$ cat config.mk
export PLATFORM = sky130hd
export DESIGN_NAME = can_regif
export DESIGN_NICKNAME = d
export VERILOG_FILES = /design/src/rtl/can_regif_pkg.sv /design/src/rtl/can_regif_wch.sv /design/src/rtl/can_regif_rch.sv /design/src/rtl/can_regif_irq.sv /design/src/rtl/can_regif.sv
export SDC_FILE = /design/constraint.sdc
export NUM_CORES = 1
export LEC_CHECK = 0
export BUFFER_PORTS_ARGS = -buffer_cell sky130_fd_sc_hd__buf_4
export CAP_MARGIN = 40
export CORE_AREA = 2 2 132 134
export DETAILED_ROUTE_END_ITERATION = 8
export DIE_AREA = 0 0 134 136
export PLACE_DENSITY = 0.76
export SLEW_MARGIN = 20
export SYNTH_ARGS = -nofsm -noshare
export SYNTH_HDL_FRONTEND = slang
export SYNTH_SLANG_ARGS = --single-unit
$ cat constraint.sdc
create_clock -name clk -period 2.5 [get_ports clk]
set_input_delay 0.125 -clock clk [delete_from_list [all_inputs] [get_ports clk]]
set_output_delay 0.125 -clock clk [all_outputs]
set_load 0.02 [all_outputs]
$ cat src/rtl/can_regif_pkg.sv
package can_regif_pkg;
  // slot indices (byte address / 4)
  localparam int IDX_MODE  = 0;
  localparam int IDX_CMD   = 1;
  localparam int IDX_STAT  = 2;
  localparam int IDX_IRQ   = 3;
  localparam int IDX_IEN   = 4;
  localparam int IDX_TIM0  = 6;
  localparam int IDX_TIM1  = 7;
  localparam int IDX_WIN   = 16;
  localparam int IDX_RXCNT = 29;
  localparam int IDX_CDIV  = 31;

  localparam int MODE_RST_BIT = 0;
  localparam int CMD_TX_BIT   = 0;
  localparam int CMD_REL_BIT  = 2;

  localparam logic [1:0] RESP_OKAY = 2'b00;
endpackage

$ cat src/rtl/can_regif_wch.sv
module can_regif_wch #(
  parameter int ADDR_W = 8,
  parameter int DATA_W = 32,
  parameter int REG_W  = 8,
  localparam int IDX_W  = ADDR_W - 2,
  localparam int STRB_W = DATA_W / 8
) (
  input  logic              clk,
  input  logic              rst,
  input  logic [ADDR_W-1:0] awaddr,
  input  logic              awvalid,
  input  logic [DATA_W-1:0] wdata,
  input  logic [STRB_W-1:0] wstrb,
  input  logic              wvalid,
  input  logic              bready,
  output logic              awready,
  output logic              wready,
  output logic              bvalid,
  output logic [1:0]        bresp,
  output logic              wr_en,
  output logic [IDX_W-1:0]  wr_idx,
  output logic [REG_W-1:0]  wr_byte
);
  import can_regif_pkg::*;

  logic bvalid_q;
  logic fire;

  assign awready = ~bvalid_q;
  assign wready  = ~bvalid_q;
  assign fire    = awvalid & wvalid & ~bvalid_q;
  assign wr_en   = fire & wstrb[0];
  assign wr_idx  = awaddr[ADDR_W-1:2];
  assign wr_byte = wdata[REG_W-1:0];
  assign bvalid  = bvalid_q;
  assign bresp   = RESP_OKAY;

  always_ff @(posedge clk) begin
    if (rst)         bvalid_q <= 1'b0;
    else if (fire)   bvalid_q <= 1'b1;
    else if (bready) bvalid_q <= 1'b0;
  end

  logic unused_wr_bits;
  assign unused_wr_bits = ^{awaddr[1:0], wdata[DATA_W-1:REG_W], wstrb[STRB_W-1:1]};
endmodule

$ cat src/rtl/can_regif_rch.sv
module can_regif_rch #(
  parameter int ADDR_W = 8,
  parameter int DATA_W = 32,
  parameter int REG_W  = 8,
  localparam int IDX_W = ADDR_W - 2
) (
  input  logic              clk,
  input  logic              rst,
  input  logic [ADDR_W-1:0] araddr,
  input  logic              arvalid,
  input  logic              rready,
  input  logic [REG_W-1:0]  rd_byte,
  output logic              arready,
  output logic              rvalid,
  output logic [DATA_W-1:0] rdata,
  output logic [1:0]        rresp,
  output logic              rd_en,
  output logic [IDX_W-1:0]  rd_idx
);
  import can_regif_pkg::*;

  logic              rvalid_q;
  logic [DATA_W-1:0] rdata_q;

  assign arready = ~rvalid_q;
  assign rd_en   = arvalid & ~rvalid_q;
  assign rd_idx  = araddr[ADDR_W-1:2];
  assign rvalid  = rvalid_q;
  assign rdata   = rdata_q;
  assign rresp   = RESP_OKAY;

  always_ff @(posedge clk) begin
    if (rst)         rvalid_q <= 1'b0;
    else if (rd_en)  rvalid_q <= 1'b1;
    else if (rready) rvalid_q <= 1'b0;
  end

  always_ff @(posedge clk) begin
    if (rst)        rdata_q <= '0;
    else if (rd_en) rdata_q <= {{(DATA_W-REG_W){1'b0}}, rd_byte};
  end

  logic unused_rd_bits;
  assign unused_rd_bits = ^araddr[1:0];
endmodule

$ cat src/rtl/can_regif_irq.sv
module can_regif_irq #(
  parameter int W = 8
) (
  input  logic         clk,
  input  logic         rst,
  input  logic [W-1:0] set_i,
  input  logic         clr_i,
  input  logic         en_we,
  input  logic [W-1:0] en_wdata,
  output logic [W-1:0] pend_o,
  output logic [W-1:0] en_o,
  output logic         irq_o
);
  logic [W-1:0] pend_q, pend_d, en_q, en_d;
  logic         irq_q;

  always_comb begin
    pend_d = (clr_i ? '0 : pend_q) | set_i;
    en_d   = en_we ? en_wdata : en_q;
  end

  always_ff @(posedge clk) begin
    if (rst) begin
      pend_q <= '0;
      en_q   <= '0;
      irq_q  <= 1'b0;
    end else begin
      pend_q <= pend_d;
      en_q   <= en_d;
      irq_q  <= |(pend_d & en_d);
    end
  end

  assign pend_o = pend_q;
  assign en_o   = en_q;
  assign irq_o  = irq_q;
endmodule

$ cat src/rtl/can_regif.sv
module can_regif #(
  parameter int ADDR_W  = 8,
  parameter int DATA_W  = 32,
  parameter int REG_W   = 8,
  parameter int ACC_N   = 4,
  parameter int FRAME_N = 13,
  localparam int STRB_W = DATA_W / 8,
  localparam int FIDX_W = $clog2(FRAME_N)
) (
  input  logic                     clk,
  input  logic                     rst,
  input  logic [ADDR_W-1:0]        s_awaddr,
  input  logic                     s_awvalid,
  output logic                     s_awready,
  input  logic [DATA_W-1:0]        s_wdata,
  input  logic [STRB_W-1:0]        s_wstrb,
  input  logic                     s_wvalid,
  output logic                     s_wready,
  output logic [1:0]               s_bresp,
  output logic                     s_bvalid,
  input  logic                     s_bready,
  input  logic [ADDR_W-1:0]        s_araddr,
  input  logic                     s_arvalid,
  output logic                     s_arready,
  output logic [DATA_W-1:0]        s_rdata,
  output logic [1:0]               s_rresp,
  output logic                     s_rvalid,
  input  logic                     s_rready,
  input  logic [REG_W-1:0]         eng_status_i,
  input  logic [REG_W-1:0]         eng_rx_count_i,
  input  logic [REG_W-1:0]         eng_irq_set_i,
  input  logic [FRAME_N*REG_W-1:0] eng_frame_i,
  output logic [REG_W-1:0]         mode_o,
  output logic [REG_W-1:0]         timing0_o,
  output logic [REG_W-1:0]         timing1_o,
  output logic [REG_W-1:0]         clkdiv_o,
  output logic [ACC_N*REG_W-1:0]   acc_code_o,
  output logic [ACC_N*REG_W-1:0]   acc_mask_o,
  output logic                     cmd_tx_req_o,
  output logic                     cmd_rx_release_o,
  output logic                     frame_wr_o,
  output logic [FIDX_W-1:0]        frame_wr_idx_o,
  output logic [REG_W-1:0]         frame_wr_data_o,
  output logic                     irq_o
);
  import can_regif_pkg::*;

  localparam int IDX_W    = ADDR_W - 2;
  localparam int WIN_LAST = IDX_WIN + FRAME_N - 1;
  localparam int ACC_ALL  = 2 * ACC_N;

  // ---------------- channels ----------------
  logic             wr_en, rd_en;
  logic [IDX_W-1:0] wr_idx, rd_idx;
  logic [REG_W-1:0] wr_byte, rd_byte;

  can_regif_wch #(.ADDR_W(ADDR_W), .DATA_W(DATA_W), .REG_W(REG_W)) u_wch (
    .clk(clk), .rst(rst),
    .awaddr(s_awaddr), .awvalid(s_awvalid), .wdata(s_wdata), .wstrb(s_wstrb),
    .wvalid(s_wvalid), .bready(s_bready),
    .awready(s_awready), .wready(s_wready), .bvalid(s_bvalid), .bresp(s_bresp),
    .wr_en(wr_en), .wr_idx(wr_idx), .wr_byte(wr_byte)
  );

  can_regif_rch #(.ADDR_W(ADDR_W), .DATA_W(DATA_W), .REG_W(REG_W)) u_rch (
    .clk(clk), .rst(rst),
    .araddr(s_araddr), .arvalid(s_arvalid), .rready(s_rready), .rd_byte(rd_byte),
    .arready(s_arready), .rvalid(s_rvalid), .rdata(s_rdata), .rresp(s_rresp),
    .rd_en(rd_en), .rd_idx(rd_idx)
  );

  // ---------------- decode ----------------
  logic in_reset;
  logic cfg_we, oper_we;
  logic w_win;
  int   wr_off;

  assign in_reset = mode_o[MODE_RST_BIT];
  assign cfg_we   = wr_en & in_reset;
  assign oper_we  = wr_en & ~in_reset;
  assign wr_off   = int'(wr_idx) - IDX_WIN;
  assign w_win    = (int'(wr_idx) >= IDX_WIN) && (int'(wr_idx) <= WIN_LAST);

  // ---------------- mode & configuration ----------------
  logic [REG_W-1:0] mode_q, tim0_q, tim1_q, cdiv_q;

  always_ff @(posedge clk) begin
    if (rst) mode_q <= REG_W'(1);
    else if (wr_en && wr_idx == IDX_W'(IDX_MODE)) mode_q <= wr_byte;
  end

  always_ff @(posedge clk) begin
    if (rst) begin
      tim0_q <= '0;
      tim1_q <= '0;
      cdiv_q <= '0;
    end else if (cfg_we) begin
      if (wr_idx == IDX_W'(IDX_TIM0)) tim0_q <= wr_byte;
      if (wr_idx == IDX_W'(IDX_TIM1)) tim1_q <= wr_byte;
      if (wr_idx == IDX_W'(IDX_CDIV)) cdiv_q <= wr_byte;
    end
  end

  assign mode_o    = mode_q;
  assign timing0_o = tim0_q;
  assign timing1_o = tim1_q;
  assign clkdiv_o  = cdiv_q;

  // ---------------- acceptance bytes ----------------
  for (genvar k = 0; k < ACC_N; k++) begin : g_acc
    logic [REG_W-1:0] code_q, mask_q;
    always_ff @(posedge clk) begin
      if (rst) begin
        code_q <= '0;
        mask_q <= '0;
      end else if (cfg_we) begin
        if (wr_idx == IDX_W'(IDX_WIN + k))         code_q <= wr_byte;
        if (wr_idx == IDX_W'(IDX_WIN + ACC_N + k)) mask_q <= wr_byte;
      end
    end
    assign acc_code_o[k*REG_W +: REG_W] = code_q;
    assign acc_mask_o[k*REG_W +: REG_W] = mask_q;
  end

  // ---------------- command strobes & frame window writes ----------------
  logic             tx_q, rel_q, fwr_q;
  logic [FIDX_W-1:0] fidx_q;
  logic [REG_W-1:0]  fdat_q;
  logic              cmd_hit;

  assign cmd_hit = oper_we && wr_idx == IDX_W'(IDX_CMD);

  always_ff @(posedge clk) begin
    if (rst) begin
      tx_q  <= 1'b0;
      rel_q <= 1'b0;
      fwr_q <= 1'b0;
    end else begin
      tx_q  <= cmd_hit & wr_byte[CMD_TX_BIT];
      rel_q <= cmd_hit & wr_byte[CMD_REL_BIT];
      fwr_q <= oper_we & w_win;
    end
  end

  always_ff @(posedge clk) begin
    if (rst) begin
      fidx_q <= '0;
      fdat_q <= '0;
    end else if (oper_we && w_win) begin
      fidx_q <= FIDX_W'(wr_off);
      fdat_q <= wr_byte;
    end
  end

  assign cmd_tx_req_o     = tx_q;
  assign cmd_rx_release_o = rel_q;
  assign frame_wr_o       = fwr_q;
  assign frame_wr_idx_o   = fidx_q;
  assign frame_wr_data_o  = fdat_q;

  // ---------------- interrupts ----------------
  logic [REG_W-1:0] pend, ien;

  can_regif_irq #(.W(REG_W)) u_irq (
    .clk(clk), .rst(rst),
    .set_i(eng_irq_set_i),
    .clr_i(rd_en && rd_idx == IDX_W'(IDX_IRQ)),
    .en_we(wr_en && wr_idx == IDX_W'(IDX_IEN)),
    .en_wdata(wr_byte),
    .pend_o(pend), .en_o(ien), .irq_o(irq_o)
  );

  // ---------------- read mux ----------------
  logic [ACC_ALL*REG_W-1:0] acc_all;
  int                       rd_off;

  assign acc_all = {acc_mask_o, acc_code_o};
  assign rd_off  = int'(rd_idx) - IDX_WIN;

  always_comb begin
    rd_byte = '0;
    case (int'(rd_idx))
      IDX_MODE:  rd_byte = mode_q;
      IDX_STAT:  rd_byte = eng_status_i;
      IDX_IRQ:   rd_byte = pend;
      IDX_IEN:   rd_byte = ien;
      IDX_TIM0:  rd_byte = tim0_q;
      IDX_TIM1:  rd_byte = tim1_q;
      IDX_RXCNT: rd_byte = eng_rx_count_i;
      IDX_CDIV:  rd_byte = cdiv_q;
      default: begin
        if (rd_off >= 0 && rd_off < FRAME_N) begin
          if (!in_reset)            rd_byte = eng_frame_i[rd_off*REG_W +: REG_W];
          else if (rd_off < ACC_ALL) rd_byte = acc_all[rd_off*REG_W +: REG_W];
        end
      end
    endcase
  end
endmodule

==> results_dict.tcl, run 1 <==
set metrics [dict create \
    synthesis.area_sq_um 7330 \
    yosys.area.top_type "dfxtp_1" \
    h-tree-depth 4 \
    die_area_sq_um 18200 \
    synth_compound_area_frac 0.129 \
    fillers 1416 \
    route.detailed.drc 0 \
    finalWirelength_um 27000 \
    slowest_stage "nand3b_1" \
    grt_max_degree 38 \
    ys_ff_latch 138 \
    synth_area_leaders "dfxtp_1 38%, mux2i_1 15%, mux4_2 8.9%, nor2_1 6.3%, buf_4 3.8%" \
    cts.sinks 138 \
    setup_tns_ns 0 \
    area_growth_pct 39.9 \
    start_kind "register" \
    drt_iter0_drc 669 \
    dp_cells 1257 \
    synth_xor_area_frac 0.00120 \
    path_max_fanout 8 \
    clk_pin_slew_ns 0.06 \
    cts_tree "built" \
    overflow 0 \
    wl_per_cell_um 20.8 \
    slew_headroom 0.465 \
    io_pins 340 \
    detailedPlace.worstSlack_ns 0.317 \
    finalHoldViolations 0 \
    root_buffer "clkbuf_16" \
    critPathKind "reg2reg" \
    synthAdderAreaFrac 0.00683 \
    yosys.area_share.simple 0.165 \
    antenna_found_initial 0 \
    drive_gt1_frac 0.357 \
    outcome "finished clean" \
    fin_cells 1301 \
    globalplace.congestion 0.984 \
    peakVddDrop_v 0.000529 \
    syn_inst 786 \
    avgViaCountPerCell 5.58 \
    max_freq_mhz 488 \
    clk_latency_ns 0.42 \
    synthMuxAreaShare 0.248 \
    finalCriticalPeriod_ns 2.05 \
    cts_hold_buf 13 \
    multiInputGateArea_sq_um 4140 \
    post_cts_buffers 0 \
    num_vias 7261 \
    postRouteAntennaNets 0 \
    firstDrtPassIters 5 \
    cts-buffers-inserted 17 \
    die_w_um 134 \
    nets 1255 \
    io_buffers 280 \
    hp-class "in2reg" \
    power_density_nw_per_um2 539 \
    clockBufferDepth 2 \
    rows 48 \
    cp.required_ns 2.79 \
    slew_viol_final 0 \
    worstMarginPinSlew_ns 0.800 \
    hpwl_um 20200 \
    grt_usage 0.288 \
    endpoint_kind "register" \
    syn-mean-instance-area_sq_um 9.32 \
    start_util 0.434 \
    die-height_um 136 \
    crit_chain "nand4b_4 > nor3b_4 > and3_1 > nand3b_1 > mux2i_1 > nor2_1" \
    min_period_over_period 0.820 \
    grt_first_pass_wirelength_um 39700 \
    setup_ws_ns 0.449 \
    synth_edf_count 0 \
    critical_path.max_stage_delay_ns 0.46 \
    synth-seq-area-share 0.377 \
    skew_ns 0.00740 \
    synthArstFlopShare 0 \
    rsz0062_at_grt "no" \
    critPathArrivalTime_ns 2.34 \
    synth_top_family_by_area "multiplexers" \
    leakage_nw 4.60 \
    max_cap_viol_count 0 \
    setup_viol_count_final 0 \
    cts-resized-gates 0 \
    ys_types 59 \
    grt_pass1_vias 6855 \
    synth_top_cell_area_share 0.377 \
    ys_warn_count 0 \
    n_antenna_cell 0 \
    register_area_sq_um 2760 \
    core_area_sq_um 16900 \
    ys.flop_type "dfxtp_1" \
]
sequential cells by signal, summed over array words and instances, names as in the netlist, 4 cells and up:
name and count:
u_irq.pend_o 8, frame_wr_data_o 8, timing1_o 8, mode_o 8
u_rch.rdata 8, clkdiv_o 8, frame_wr_idx_o 4, u_irq.en_o 8
timing0_o 8, g_acc.mask_q 32, g_acc.code_q 32
final timing paths:
| check | from | to | slack, ns | cells after the start |
|---|---|---|---|---|
| setup / recovery | u_wch.bvalid | g_acc[1].code_q[3] | 0.45 | 6 |
| hold / removal | eng_rx_count_i[4] | u_rch.rdata[4] | 0.01 | 3 |
| setup reg to reg | u_wch.bvalid | g_acc[1].code_q[3] | 0.45 | 6 |
| hold reg to reg | g_acc[3].code_q[1] | g_acc[3].code_q[1] | 0.47 | 2 |
per-stage QoR:
step | utilization | power [mW] | area (sq um) | hold WS (ns)
finish | 0.608 | 5.52 | 10300 | 0.0128
floorplan | - | 2.68 | 7430 | 0.224
global route | 0.608 | 5.68 | 10300 | 0.0193
CTS | 0.608 | 5.53 | 10300 | 0.00666
global placement | 0.565 | 2.97 | 9530 | 0.310
detailed placement | 0.565 | 2.98 | 9530 | 0.314
cell usage in the layout (no fill, tap or decap), types with 3 or more instances in the layout:
cell,count
nor2b_1,15
ha_1,4
nand4_1,4
a221oi_1,12
and3_1,4
nand3_1,16
bufinv_16,3
a211oi_1,7
clkbuf_16,17
conb_1,28
clkinv_2,3
buf_4,302
dfxtp_1,138
mux2i_1,113
a21oi_1,45
o22ai_1,11
nor3_4,4
nand2b_1,3
o211ai_1,10
mux2_2,3
o21ai_0,23
nand2_1,64
mux4_2,29
nor3_1,3
dlygate4sd3_1,13
nor2_1,123
a2111oi_0,4
inv_1,10
a31oi_1,5
a22oi_1,16
worst max-delay path, delay by kind of cell (launching register included):
kind | cells | cell delay, ns
DFF | 1 | 0.33
muxes | 1 | 0.34
and+or+nand+nor | 5 | 1.24
report_power, final:
part / total (mW) / internal [mW] / switching (mW)
Sequential: 2.24 / 2.22 / 0.0154
Clock: 2.57 / 1.59 / 0.978
Combinational: 0.717 / 0.333 / 0.384
Total: 5.52 / 4.14 / 1.38
cell families (layout without fill, tap and decap cells):
group,Yosys count,in the layout
AOI/OAI and AO/OA,146,146
xor gates and xnor gates,1,1
adders and majority gates,4,4
buffers and inverters,96,359
DFF,138,138
muxes,145,145
other,1,28
and+or+nand+nor,255,255
per-layer routing:
layer  share of wire  vias up  track usage
met3           0.098       51       0.0828
met2            0.49      416        0.492
met1            0.38     3475        0.345
met5               0        -            0
met4           0.029        0        0.109
li1                -     3319            -
layout make-up:
cell class / instances / share of cell area
multi-input cells: 579 / 0.404
flip-flops and latches: 138 / 0.269
repair buffers: 317 / 0.238
clock buffers: 20 / 0.0436
well taps: 225 / 0.0275
clock inverters: 11 / 0.0143
inverters: 11 / 0.00403
synthesized netlist by cell type (all sizes together), types with 2 or more instances:
| cell type | n |
|---|---|
| dfxtp | 138 |
| a22oi | 16 |
| nor3 | 8 |
| nand2 | 66 |
| ha | 4 |
| o221a | 2 |
| o21a | 2 |
| mux4 | 29 |
| a31oi | 5 |
| nand3 | 19 |
| a211oi | 7 |
| o31a | 2 |
| nand2b | 3 |
| o211ai | 10 |
| o22ai | 11 |
| nor2 | 124 |
| a21oi | 45 |
| and2 | 3 |
| a2111oi | 4 |
| a21o | 2 |
| inv | 11 |
| a221oi | 12 |
| and3 | 4 |
| mux2i | 113 |
| mux2 | 3 |
| nor2b | 15 |
| clkbuf | 30 |
| nand4 | 5 |
| o21ai | 23 |
| buf | 55 |
| nor3b | 2 |
(Power assumes the default switching activity.)
==> run 2, diff against run 1 <==
CORE_AREA = not set   (was 2 2 132 134)
CORE_MARGIN = 2   (was not set)
CORE_UTILIZATION = 43   (was not set)
DIE_AREA = not set   (was 0 0 134 136)
PLACE_DENSITY = 0.78   (was 0.76)
clock period = 1.87 ns   (was 2.5 ns; I/O delays follow)
==> run 2 against run 1 <==
The run now ends with setup timing left. Non-clock buffer count up 39. Register-to-register slack worse by 0.48 ns. Utilization up 4.1 points. Combinational power up 42%. Final cell count up 2.7%. Clock power up 32%. Die area down 0.68%. Clock skew down 0.0010 ns. Critical endpoint is now u_irq.irq_o. Largest cell class unchanged. Largest power group unchanged. Highest routed layer unchanged.
==> results_dict.tcl, run 2 (same netlist as run 1, synthesis figures left out) <==
set metrics [dict create \
    critical_path.max_stage_delay_ns 0.55 \
    num_vias 7433 \
    leakage_nw 4.79 \
    avgViaCountPerCell 5.56 \
    path_max_fanout 8 \
    dp_cells 1288 \
    drt_iter0_drc 697 \
    critPathArrivalTime_ns 2.23 \
    cp.depth 8 \
    max_cap_viol_count 0 \
    globalplace.congestion 1.00 \
    worstMarginPinSlew_ns 0.821 \
    start_util 0.440 \
    startpoint "s_awaddr[5]" \
    cp.required_ns 2.18 \
    cts_tree "built" \
    slowest_stage "dlygate4sd3_1" \
    place_area_sq_um 9890 \
    route.detailed.drc 0 \
    cts.sinks 138 \
    grt_usage 0.294 \
    hp-class "in2reg" \
    reg2reg_depth 7 \
    area_growth_pct 47.3 \
    rows 47 \
    rsz0062_at_grt "yes" \
    reg_top3 "g_acc.code_q: 32 flops, g_acc.mask_q: 32 flops" \
    finalHoldViolations 0 \
    slew_headroom 0.452 \
    r2r_slack_ns -0.03 \
    nets 1294 \
    whs_ns 0.0170 \
    cts-buffers-inserted 17 \
    final_cell_mix "329 x buf_4, 137 x dfxtp_1, 123 x nor2_1, 107 x mux2i_1, 61 x nand2_1" \
    clk_latency_ns 0.42 \
    die_w_um 135 \
    path_delay_family "buffers and inverters" \
    antenna_found_initial 0 \
    slew_viol_final 0 \
    die-height_um 135 \
    overflow 0 \
    cp-endpoint "u_irq.irq_o" \
    min_period_over_period 1.02 \
    io_pins 340 \
    core_area_sq_um 16600 \
    setup_viol_count_final 1 \
    skew_ns 0.00638 \
    root_buffer "clkbuf_16" \
    mostFrequentLayoutCell "buf_4" \
    drive_gt1_frac 0.396 \
    grt_pass1_vias 7210 \
    endpoint_kind "register" \
    hp-start "s_awaddr[4]" \
    h-tree-depth 4 \
    postRouteAntennaNets 0 \
    hpwl_um 20500 \
    io_buffers 280 \
    grt_first_pass_wirelength_um 40600 \
    clk_pin_slew_ns 0.06 \
    critPathKind "in2reg" \
    finalWirelength_um 27500 \
    die_area_sq_um 18100 \
    grt_max_degree 78 \
    finalInstanceArea_sq_um 10800 \
    finalCriticalPeriod_ns 1.92 \
    firstDrtPassIters 5 \
    peakVddDrop_v 0.000619 \
    start_kind "primary input" \
    power_density_nw_per_um2 685 \
    cp.buffers_inverters 3 \
    setup_ws_ns -0.0452 \
    violations "setup timing" \
    n_antenna_cell 0 \
    worstReg2RegEnd "u_irq.irq_o" \
    fin_cells 1336 \
    outcome "finished, violations left" \
    max_freq_mhz 522 \
    timing.rr.start "u_wch.bvalid" \
    clockBufferDepth 2 \
    post-route-util 0.649 \
    wl_per_cell_um 20.5 \
    crit_chain "dlygate4sd3_1 > buf_4 > nor2_1 > nand3_4 > buf_12 > mux2i_2 > o22ai_1 > o41a_1" \
]
## run 2: cell count changes in the layout (fill, tap and decap cells not counted), sizes merged
cell and change:
bufinv -1, clkbuf +2, dlygate4sd3 +1, buf +38
## run 2: how the worst min path moves through the flow
stage	end	cells after the start
after CTS	frame_wr_idx_o[2]	3
after detailed placement	u_rch.rvalid	2
after floorplan	u_rch.rvalid	1
after global placement	u_rch.rvalid	2
after global routing	g_acc[3].code_q[7]	3
final	frame_wr_idx_o[2]	3
## run 2: area by class of cell
| cell class | count | area (sq um) |
|---|---|---|
| clock buffer | 22 | 474 |
| clock inverter | 10 | 116 |
| fill | 1333 | 5850 |
| inverter | 11 | 41.3 |
| multi-input combinational | 579 | 4280 |
| sequential | 138 | 2760 |
| tap | 220 | 275 |
| timing repair buffer | 356 | 2840 |
## run 2: what timing repair did
item,CTS,global route
cloned,0,0
gates resized for setup,4,27
hold buffers,14,0
endpoints found under the hold margin,12,0
pin swaps,0,11
setup endpoints to repair,9,23
setup buffers,0,2
## run 2: per-layer routing
metal / up-vias / GRT usage / wire length (um)
li1: 3407 / - / -
met1: 3576 / 0.357 / 10500
met3: 55 / 0.0736 / 2490
met4: 0 / 0.0982 / 695
met2: 395 / 0.510 / 13700
met5: - / 0 / 0
## run 2: report_power, final
group          switching [mW]  internal [mW]  leakage [nW]
sequential             0.0233           2.97          1.12
clock                    1.31           2.07         0.286
combinational           0.522          0.493          3.39
## run 2: metrics by stage
stage               setup slack (ns)  total power [mW]  TNS [ns]
finish                       -0.0452              7.39   -0.0452
global route                 -0.0918              7.61     -2.05
CTS                          -0.0486              7.39   -0.0486
detailed placement           -0.0405              4.03    -0.159
global placement             -0.0600              4.02    -0.111
floorplan                     0.0200              3.58         0
## run 2: worst register-to-register path: cells and delay by family (launching register included)
family          cells  cell delay (ns)
buf+inv             1             0.17
mux                 1             0.24
compound gates      2             0.48
flops               1             0.32
simple gates        3             0.56
==> run 3, diff against run 2 <==
CTS_CLUSTER_SIZE = 8   (was not set)
SETUP_SLACK_MARGIN = 0.3   (was not set)
SLEW_MARGIN = 0   (was 20)
==> run 3 against run 2 <==
The run still ends with setup timing left. Critical path depth is 1 lower. Register-to-register slack got worse by 0.03 ns. Final cell count is 2.1% higher. Worst hold slack gained 0.020 ns. Setup slack worse by 0.016 ns. Global-route usage up 0.93 points. Clock power decreased by 4%. Via count rose by 5.2%.
==> results_dict.tcl, run 3 (same netlist as run 1, synthesis figures left out) <==
set metrics [dict create \
    grt_first_pass_wirelength_um 42100 \
    worstMarginPinSlew_ns 0.869 \
    n_antenna_cell 0 \
    clockBufferDepth 2 \
    clk_latency_ns 0.42 \
    nets 1322 \
    setup_viol_count_final 1 \
    final_cell_mix "339 x buf_4, 124 x dfxtp_1, 119 x nor2_1, 91 x mux2i_1, 47 x nand2_1" \
    max_freq_mhz 518 \
    grt_usage 0.303 \
    path_max_fanout 3 \
    route.detailed.drc 0 \
    slew_headroom 0.419 \
    cp.required_ns 2.17 \
    outcome "finished, violations left" \
    overflow 0 \
    setup_ws_ns -0.0611 \
    mostFrequentLayoutCell "buf_4" \
    drt_iter0_drc 823 \
    post-route-util 0.691 \
    clk_pin_slew_ns 0.06 \
    max_cap_viol_count 0 \
    io_pins 340 \
    num_vias 7820 \
    die-height_um 135 \
    setup_tns_ns -0.0611 \
    peakVddDrop_v 0.000631 \
    power_density_nw_per_um2 637 \
    grt_max_degree 71 \
    detailedPlace.worstSlack_ns -0.0691 \
    root_buffer "clkbuf_16" \
    min_period_over_period 1.03 \
    die_area_sq_um 18100 \
    fillers 1211 \
    finalWirelength_um 29100 \
    die_w_um 135 \
    violations "setup timing" \
    routed-wl-met2_um 14300 \
    start_util 0.440 \
    area_growth_pct 57.0 \
    hpwl_um 20500 \
    place_area_sq_um 9880 \
    leakage_nw 4.96 \
    grt_pass1_vias 7364 \
    finalCriticalPeriod_ns 1.93 \
    wl_per_cell_um 21.3 \
    cts_tree "built" \
    critPathKind "reg2reg" \
    core_area_sq_um 16600 \
    slew_viol_final 0 \
    finalHoldViolations 0 \
    rows 47 \
    wl_met3_um 2810 \
    skew_ns 0.00646 \
    firstDrtPassIters 6 \
    wl_met1_um 10900 \
    finalInstanceArea_sq_um 11500 \
    whs_ns 0.0368 \
    dr.max_layer_used "met4" \
    io_buffers 280 \
    antenna_found_initial 0 \
    endpoint_kind "register" \
    critPathArrivalTime_ns 2.23 \
    avgViaCountPerCell 5.73 \
    postRouteAntennaNets 0 \
    h-tree-depth 4 \
    cts.sinks 138 \
    drive_gt1_frac 0.483 \
    hp-class "in2reg" \
    rsz0062_at_grt "yes" \
    start_kind "register" \
    reg_top3 "g_acc.code_q: 32 flops, g_acc.mask_q: 32 flops" \
    globalplace.congestion 1.05 \
    cts-buffers-inserted 17 \
]
[run 3: changes by cell type in the layout (fill, tap and decap cells not counted), sizes merged]
cell	change
buf	+27
bufinv	-1
clkbuf	-2
clkinvlp	+1
dlymetal6s4s	+1
inv	+2
[run 3: worst paths after layout]
kind | depth (start not counted) | startpoint | slack (ns) | end
worst max-delay path | 7 | u_wch.bvalid | -0.06 | u_irq.irq_o
worst min-delay path | 3 | eng_status_i[4] | 0.04 | u_rch.rdata[4]
worst max register to register | 7 | u_wch.bvalid | -0.06 | u_irq.irq_o
worst min register to register | 2 | g_acc[3].code_q[7] | 0.49 | g_acc[3].code_q[7]
[run 3: final cells by class]
cell class,count,area [sq um],share of cell area
multi-input combinational,579,4660,0.405
timing repair buffer,384,3170,0.275
sequential,138,2780,0.242
clock buffer,20,457,0.0397
tap,220,275,0.0239
clock inverter,12,115,0.0100
inverter,11,41.3,0.00359
[run 3: per-layer routing]
| metal | GRT usage | vias to the layer above |
|---|---|---|
| li1 | - | 3470 |
| met1 | 0.366 | 3758 |
| met2 | 0.526 | 500 |
| met3 | 0.0766 | 92 |
| met4 | 0.104 | 0 |
| met5 | 0 | - |
[run 3: critical path, cell delays in order (launching register included)]
cell and delay (ns):
dfxtp_2 0.32, nand4b_4 0.20, nor3_4 0.22, nand3_4 0.15, buf_6 0.17, mux2i_4 0.22, o22ai_2 0.11, o41a_1 0.42
[run 3: per-stage QoR]
step / instances / power, mW
floorplan: 813 / 3.59
finish: 1364 / 7.33
global route: 1364 / 7.52
CTS: 1350 / 7.28
detailed placement: 1285 / 4.03
global placement: 1285 / 4.02
[run 3: repair_timing]
item / in CTS / in global routing
pin swaps: 27 / 28
setup endpoints to repair: 106 / 124
gates resized for setup: 81 / 79
buffers inserted: 17 / 13
hold buffers: 15 / 0
hold endpoints to repair: 13 / 0
gates cloned: 1 / 1
[run 3: report_power, final]
group	leakage, nW	switching, mW	internal, mW	total (mW)
sequential	1.12	0.0244	2.97	2.99
combinational	3.57	0.566	0.519	1.08
clock	0.273	1.34	1.91	3.25
total	4.96	1.93	5.40	7.33
